<file path="src/rtl/lsw_pkg.sv">
package lsw_pkg;
    localparam int LANE_W = 9;

    typedef enum logic [1:0] {
        OP_IDLE  = 2'd0,
        OP_READ  = 2'd1,
        OP_WRITE = 2'd2
    } op_e;

    function automatic op_e decode_op(input logic sel, input logic we, input logic sleep);
        if (sleep || !sel) return OP_IDLE;
        return we ? OP_WRITE : OP_READ;
    endfunction
endpackage

</file>
<file path="src/rtl/lsw_cmd_reg.sv">
module lsw_cmd_reg
    import lsw_pkg::*;
#(
    parameter int AW = 6
) (
    input  logic          clk,
    input  logic          rst,
    input  logic          sel,
    input  logic          we,
    input  logic          sleep,
    input  logic [AW-1:0] addr,
    output op_e           op_q,
    output logic [AW-1:0] addr_q
);
    always_ff @(posedge clk) begin
        if (rst) begin
            op_q   <= OP_IDLE;
            addr_q <= '0;
        end else begin
            op_q   <= decode_op(sel, we, sleep);
            addr_q <= addr;
        end
    end
endmodule

</file>
<file path="src/rtl/lsw_wbuf.sv">
module lsw_wbuf
    import lsw_pkg::*;
#(
    parameter int W  = 36,
    parameter int AW = 6,
    parameter int L  = W / LANE_W
) (
    input  logic          clk,
    input  logic          rst,
    input  logic          take,
    input  logic [AW-1:0] addr_q,
    input  logic [W-1:0]  din,
    input  logic [L-1:0]  be,
    input  logic [W-1:0]  arr_word,
    output logic          commit,
    output logic          pend_vld,
    output logic [AW-1:0] pend_addr,
    output logic [W-1:0]  pend_data,
    output logic [L-1:0]  pend_be,
    output logic [W-1:0]  fwd_word
);
    logic hit;

    assign commit = take && pend_vld;
    assign hit    = pend_vld && (pend_addr == addr_q);

    always_ff @(posedge clk) begin
        if (rst) begin
            pend_vld  <= 1'b0;
            pend_addr <= '0;
            pend_data <= '0;
            pend_be   <= '0;
        end else if (take) begin
            pend_vld  <= 1'b1;
            pend_addr <= addr_q;
            pend_data <= din;
            pend_be   <= be;
        end
    end

    for (genvar g = 0; g < L; g++) begin : g_fwd
        assign fwd_word[g*LANE_W +: LANE_W] = (hit && pend_be[g])
            ? pend_data[g*LANE_W +: LANE_W]
            : arr_word[g*LANE_W +: LANE_W];
    end
endmodule

</file>
<file path="src/rtl/lsw_array.sv">
module lsw_array
    import lsw_pkg::*;
#(
    parameter int W     = 36,
    parameter int DEPTH = 64,
    parameter int AW    = $clog2(DEPTH),
    parameter int L     = W / LANE_W
) (
    input  logic          clk,
    input  logic          wr_en,
    input  logic [AW-1:0] wr_addr,
    input  logic [W-1:0]  wr_data,
    input  logic [L-1:0]  wr_be,
    input  logic [AW-1:0] rd_addr,
    output logic [W-1:0]  rd_word
);
    logic [W-1:0] mem [DEPTH];
    logic [W-1:0] old_word;
    logic [W-1:0] new_word;

    assign old_word = mem[wr_addr];
    assign rd_word  = mem[rd_addr];

    for (genvar g = 0; g < L; g++) begin : g_lane
        assign new_word[g*LANE_W +: LANE_W] = wr_be[g]
            ? wr_data[g*LANE_W +: LANE_W]
            : old_word[g*LANE_W +: LANE_W];
    end

    always_ff @(posedge clk) begin
        if (wr_en) mem[wr_addr] <= new_word;
    end
endmodule

</file>
<file path="src/rtl/lsw_out_stage.sv">
module lsw_out_stage #(
    parameter int W = 36
) (
    input  logic         clk,
    input  logic         rst,
    input  logic         rd_now,
    input  logic [W-1:0] rd_word,
    input  logic         out_en,
    output logic [W-1:0] dout,
    output logic         dq_vld,
    output logic         drv_on
);
    logic         cap_vld;
    logic         cap_vld_d;
    logic [W-1:0] cap_word;

    always_ff @(posedge clk) begin
        if (rst) begin
            cap_vld   <= 1'b0;
            cap_vld_d <= 1'b0;
            cap_word  <= '0;
            dout      <= '0;
            drv_on    <= 1'b0;
        end else begin
            cap_vld   <= rd_now;
            cap_word  <= rd_word;
            cap_vld_d <= cap_vld;
            drv_on    <= cap_vld || cap_vld_d;
            if (cap_vld) dout <= cap_word;
        end
    end

    assign dq_vld = drv_on && out_en;
endmodule

</file>
<file path="src/rtl/lsw_sram.sv">
module lsw_sram
    import lsw_pkg::*;
#(
    parameter int W     = 36,
    parameter int DEPTH = 64,
    localparam int AW   = $clog2(DEPTH),
    localparam int L    = W / LANE_W
) (
    input  logic          clk,
    input  logic          rst,
    input  logic          sel,
    input  logic          we,
    input  logic [AW-1:0] addr,
    input  logic [L-1:0]  be,
    input  logic [W-1:0]  din,
    input  logic          out_en,
    input  logic          sleep,
    output logic [W-1:0]  dout,
    output logic          dq_vld
);
    op_e           op_q;
    logic [AW-1:0] addr_q;
    logic          commit;
    logic          pend_vld;
    logic [AW-1:0] pend_addr;
    logic [W-1:0]  pend_data;
    logic [L-1:0]  pend_be;
    logic [W-1:0]  arr_word;
    logic [W-1:0]  fwd_word;
    logic          drv_on;

    lsw_cmd_reg #(.AW(AW)) u_cmd (
        .clk(clk), .rst(rst), .sel(sel), .we(we), .sleep(sleep),
        .addr(addr), .op_q(op_q), .addr_q(addr_q)
    );

    lsw_wbuf #(.W(W), .AW(AW), .L(L)) u_wbuf (
        .clk(clk), .rst(rst), .take(op_q == OP_WRITE), .addr_q(addr_q),
        .din(din), .be(be), .arr_word(arr_word), .commit(commit),
        .pend_vld(pend_vld), .pend_addr(pend_addr), .pend_data(pend_data),
        .pend_be(pend_be), .fwd_word(fwd_word)
    );

    lsw_array #(.W(W), .DEPTH(DEPTH), .AW(AW), .L(L)) u_array (
        .clk(clk), .wr_en(commit), .wr_addr(pend_addr), .wr_data(pend_data),
        .wr_be(pend_be), .rd_addr(addr_q), .rd_word(arr_word)
    );

    lsw_out_stage #(.W(W)) u_out (
        .clk(clk), .rst(rst), .rd_now(op_q == OP_READ), .rd_word(fwd_word),
        .out_en(out_en), .dout(dout), .dq_vld(dq_vld), .drv_on(drv_on)
    );
endmodule

</file>
<file path="config.mk">
export PLATFORM = sky130hd
export DESIGN_NAME = lsw_sram
export DESIGN_NICKNAME = d
export VERILOG_FILES = /design/src/rtl/lsw_pkg.sv /design/src/rtl/lsw_cmd_reg.sv /design/src/rtl/lsw_wbuf.sv /design/src/rtl/lsw_array.sv /design/src/rtl/lsw_out_stage.sv /design/src/rtl/lsw_sram.sv
export SDC_FILE = /design/constraint.sdc
export NUM_CORES = 2
export LEC_CHECK = 0
export BUFFER_PORTS_ARGS = -buffer_cell sky130_fd_sc_hd__buf_2
export CAP_MARGIN = 20
export CORE_UTILIZATION = 50
export DETAILED_ROUTE_END_ITERATION = 7
export GPL_TIMING_DRIVEN = 1
export PLACE_DENSITY_LB_ADDON = 0.25
export SETUP_SLACK_MARGIN = 0.3
export SLEW_MARGIN = 25
export SYNTH_ARGS = -nofsm -noshare
export SYNTH_HDL_FRONTEND = slang
export SYNTH_SLANG_ARGS = --single-unit
</file>
<file path="constraint.sdc">
create_clock -name clk -period 2.38 [get_ports clk]
set_clock_uncertainty 0.15 [all_clocks]
set_input_delay 0.595 -clock clk [delete_from_list [all_inputs] [get_ports clk]]
set_output_delay 0.595 -clock clk [all_outputs]
set_load 0.1 [all_outputs]
</file>
== After elaboration in Yosys (flattened, before gate mapping) ==
Memory sizes are Yosys's and may differ from the RTL's. A register that Yosys moved wholly into a read port is not among the register bits.
Cells that the tools add are included.

* Output and inout bits: 37
* Register bits: 130
* Memory bits (writable): 2304
* Memories: 1

{| class="wikitable"
|+ Memories
! name !! words !! width !! read ports !! clocked after Yosys merged registers in !! write ports !! line !! source
|-
| u_array.mem || 64 || 36 || 1 || 1 || 1 || lsw_array.sv:17 || <nowiki>logic [W-1:0] mem [DEPTH];</nowiki>
|}

* Reductions and logical operators: 14
* Equality and inequality tests: 7
* Mux-type cells: 16

{| class="wikitable"
|+ Operators by type and width
! kind !! number
|-
| $mux 9 || 8
|-
| $reduce_and 2->1 || 4
|-
| $logic_and 1x1->1 || 7
|-
| $eq 6x6->1 || 1
|-
| $mux 2 || 3
|-
| $mux 6 || 1
|-
| $mux 1 || 4
|-
| $ne 1x1->1 const B || 4
|-
| $eq 2x1->1 const B || 1
|-
| $eq 2x2->1 const B || 1
|-
| $logic_or 1x1->1 || 2
|-
| $logic_not 1->1 || 1
|}

== Depth between registers and ports, before layout ==
* Depth after elaboration: 5
* Depth in mapped cells: 10
* Depth with buffers taken out: 5

== By module ==
A second synthesis with hierarchy kept.

* Cells, all modules: 4449
* Area, all modules: 93284.5 um2

{| class="wikitable"
|+ By module, submodules not included
! module !! instances !! sequential area each (um2) !! area an instance (um2) !! cells an instance
|-
| lsw_array || 1 || 69186.4 || 88532.4 || 4029
|-
| lsw_out_stage || 1 || 1501.4 || 2339.7 || 200
|-
| lsw_wbuf || 1 || 940.9 || 2163.3 || 202
|-
| lsw_cmd_reg || 1 || 160.2 || 234.0 || 16
|-
| lsw_sram || 1 || 0.0 || 15.0 || 2
|}

== Worst setup path after synthesis ==
No wires, ideal clock.

* Kind: register -> register
* From: register u_cmd.addr_q[0]
* To: register u_out.cap_word[3]
* Slack: 0.029 ns
* Setup time: 0.133 ns
* Path buffers: 4
* Stages on the path, launching flop included: 10
* Data arrival time: 2.068 ns
* Cells stage by stage: dfxtp_1 > buf_6 > buf_8 > buf_8 > buf_2 > mux4_2 > a22oi_1 > nand2_1 > a22oi_1 > o221ai_2

* Word-level cells in the longest chain between the ends: 4

{| class="wikitable"
|+ RTL lines
! what !! line !! source
|-
| from (decl) || lsw_cmd_reg.sv:13 || <nowiki>output logic [AW-1:0] addr_q</nowiki>
|-
| from (signal assigned) || lsw_cmd_reg.sv:21 || <nowiki>addr_q <= addr;</nowiki>
|-
| $eq 6x6->1 || lsw_wbuf.sv:25 || <nowiki>assign hit = pend_vld && (pend_addr == addr_q);</nowiki>
|-
| $logic_and 1x1->1 || lsw_wbuf.sv:25 ||
|-
| $logic_and 1x1->1 || lsw_wbuf.sv:42 || <nowiki>assign fwd_word[g*LANE_W +: LANE_W] = (hit && pend_be[g])</nowiki>
|-
| $mux 9 || lsw_wbuf.sv:43 || <nowiki>? pend_data[g*LANE_W +: LANE_W]</nowiki>
|-
| to (signal assigned) || lsw_out_stage.sv:26 || <nowiki>cap_word <= rd_word;</nowiki>
|-
| to (decl) || lsw_out_stage.sv:15 || <nowiki>logic [W-1:0] cap_word;</nowiki>
|}

No other way between the ends.
A chain may end at the register's enable or synchronous reset.

== Worst setup path after layout ==
* From: register u_cmd.addr_q[0]
* To: register u_out.cap_word[0]

Same word-level chain as after synthesis.

==> impl_metrics.tcl <==
set metrics [dict create \
    status "complete, but fails checks" \
    failed_checks "negative hold slack, negative setup slack" \
    clkPwrFrac 0.421 \
    die_w_um 435.4 \
    grt_antenna_before_repair 2 \
    hold_ws_ps -22.35 \
    wirelength_um 267600 \
    power_frac_comb 0.053 \
    synth_most_common_cell "edfxtp_1" \
    internal_power_mw 69.91 \
    async_flop_share 0 \
    grt_pass1_wl_um 373100 \
    std_cell_rows 158 \
    cts_buffer_depth 3 \
    htreeDepth 4 \
    cellPowerDensity_mw_per_mm2 760.0 \
    ant_nets 0 \
    syn2layout_area_growth_pct 24.37 \
    rr_startpoint "u_cmd.addr_q[0]" \
    dieArea_mm2 0.1896 \
    drv_slew 0 \
    grt_max_degree 67 \
    maxCapViolCount 0 \
    final_nets 5729 \
    finalPower_mw 88.78 \
    viasPerCell 6.187 \
    synth_warnings 0 \
    worstSetupEndpointType "flop" \
    cts_buffers 229 \
    tightest_slew_ps 913.5 \
    max-slew-margin-rel 0.3910 \
    synth_edf_count 2304 \
    switchingPower_mw 18.87 \
    critPathLaunchType "flop" \
    postPlaceCellArea_mm2 0.1043 \
    grt_pass1_vias 51045 \
    gp_congestion 0.9290 \
    drtIter0Drc 6622 \
    crit_start "u_cmd.addr_q[0]" \
    grt_setup_unrepaired "yes" \
    drc 0 \
    synth_cell_type_count 65 \
    first_pass_iters 8 \
    boundaryPins 89 \
    core_mm2 0.1860 \
    p_seq_frac 0.526 \
    min_period_over_period 1.152 \
    syn-instance-count 4718 \
    final_layout_size_suffix_gt1_frac 0.3907 \
    yosys-top-cells-area "edfxtp_1 (74%), mux4_2 (10%), mux2i_1 (3.6%)" \
    seqCellArea_mm2 0.07193 \
    worst_ep_arrival_time_ps 3330 \
    clock_latency_ps 900 \
    fill_cells 12412 \
    path_class "reg -> reg" \
    peakVddDrop_uv 761.0 \
    setup_ws_ps -362.1 \
    avgSynthCellArea_um2 19.91 \
    synth_top_area_frac 0.7366 \
    synth_common_cells "edfxtp_1 (2304), mux4_2 (434), mux2i_1 (335)" \
    numPortBuffers 88 \
    synth_ff_type "edfxtp_1" \
    yosys.area.top_type "edfxtp_1" \
    wl_per_cell_um 31.98 \
    final_hold_viol_count 1 \
    min_from "din[7]" \
    finish.instance_area_mm2 0.1168 \
    synth_seq_area_share 0.7643 \
    hold_path_class "in -> reg" \
    tritoncts "yes" \
    initial_core_util 0.5049 \
    multiInputGateArea_mm2 0.02232 \
    setup_viol 36 \
    syn-num-nets 4770 \
    p_leak_nw 38.57 \
    cts_root_buffer "clkbuf_16" \
    dieHeight_um 435.4 \
    swShare 0.2126 \
    cp_data_required_time_ps 2960 \
    ys_seq_elements 2434 \
    place_hpwl_um 174200 \
    clock_sinks 2434 \
    num_vias 51775 \
    period_needed_ps 2742 \
    clk_pin_slew_worst_paths_ps 60 \
    syn_area_mm2 0.09393 \
    pre_cts_ws_ps -627.6 \
    fmax_ghz 0.3647 \
    track_usage 0.2771 \
    crit_fanout 8 \
    grt_overflow 0 \
]
==> final cells by class <==
type / instances / area share
sequential: 2434 / 0.6157
multi-input combinational: 1984 / 0.1910
timing repair buffer: 1024 / 0.09984
clock buffer: 300 / 0.05411
tap: 2480 / 0.02656
clock inverter: 139 / 0.01254
inverter: 4 / 0.0001285
antenna: 3 / 0.00006426
==> path summary, 6_finish.rpt <==
check / end / slack, ps / depth (start not counted)
worst max-delay path: u_out.cap_word[0] / -360 / 11
worst min-delay path: u_wbuf.pend_data[7] / -20 / 3
worst max register to register: u_out.cap_word[0] / -360 / 11
worst min register to register: u_out.drv_on / 330 / 2
==> cell usage in the layout, fill, tap and decap left out, types with 54 or more instances in the layout <==
cell type and n:
edfxtp_1 2304, buf_4 581, mux4_2 440, mux2i_1 330
clkbuf_16 244, buf_12 229, a22oi_1 169, nor2_1 160
nand2_1 155, nor2_2 142, dfxtp_2 67, buf_6 66
clkinv_2 60, nand3_1 54
==> critical path: stages, from the launching register on <==
cell and delay, ps:
dfxtp_4 430, buf_12 180, buf_8 150, buf_6 100
buf_12 120, mux4_2 510, a22oi_2 190, buf_4 140
nand2_2 50, o31ai_1 270, buf_4 190, o211ai_1 80
==> sequential cells by signal, summed over array words and instances (netlist names) <==
name and count:
u_wbuf.pend_addr 6, u_out.cap_vld 1, u_cmd.addr_q 6, u_out.cap_vld_d 1
u_wbuf.pend_vld 1, u_wbuf.pend_be 4, u_out.dout 36, u_wbuf.pend_data 36
u_out.drv_on 1, u_out.cap_word 36, u_array.mem 2304, u_cmd.op_q 2
==> power groups by stage <==
stage / logic (mW) / clock network (mW) / registers (mW)
after floorplan: 2.23 / 0 / 47.6
after global placement: 3.89 / 0 / 47.6
after detailed placement: 3.92 / 0 / 47.6
after CTS: 4.33 / 37.8 / 46.7
after global routing: 4.86 / 39.3 / 46.7
final: 4.68 / 37.4 / 46.7
==> routing by layer <==
layer	GRT usage	up-vias	wire length [um]	part of all wire
met1	0.3749	27119	103300	0.39
li1	-	21306	-	-
met3	0.05404	539	23490	0.088
met4	0.1113	2	11500	0.043
met2	0.4447	2809	129300	0.48
met5	0.002772	-	55	0.00021
==> cells by family after synthesis <==
family	Yosys count	synth area share
and+or+nand+nor	727	0.03427
xor gates and xnor gates	6	0.0005596
DFF	2434	0.7643
muxes	817	0.1477
buffers and inverters	300	0.01828
AOI/OAI and AO/OA	434	0.03487
==> metrics by stage <==
stage          std cells  TNS [ps]    util  hold WS, ps
2_1_floorplan       4718         0       -        261.4
3_3_place_gp        7736     -7467  0.5609        265.6
3_5_place_dp        7736     -7875  0.5609        286.6
4_1_cts             8282     -6701  0.6174       0.7078
5_1_grt             8365     -9244  0.6279        28.55
6_report            8368     -7741  0.6280       -22.35
==> what timing repair did <==
item,CTS,global route
gates cloned,13,15
gates resized for setup,384,252
hold buffers,46,0
pin swaps,27,69
setup buffers,48,68
setup endpoints to repair,1730,1883
endpoints found under the hold margin,44,0
(Power assumes the default switching activity.)
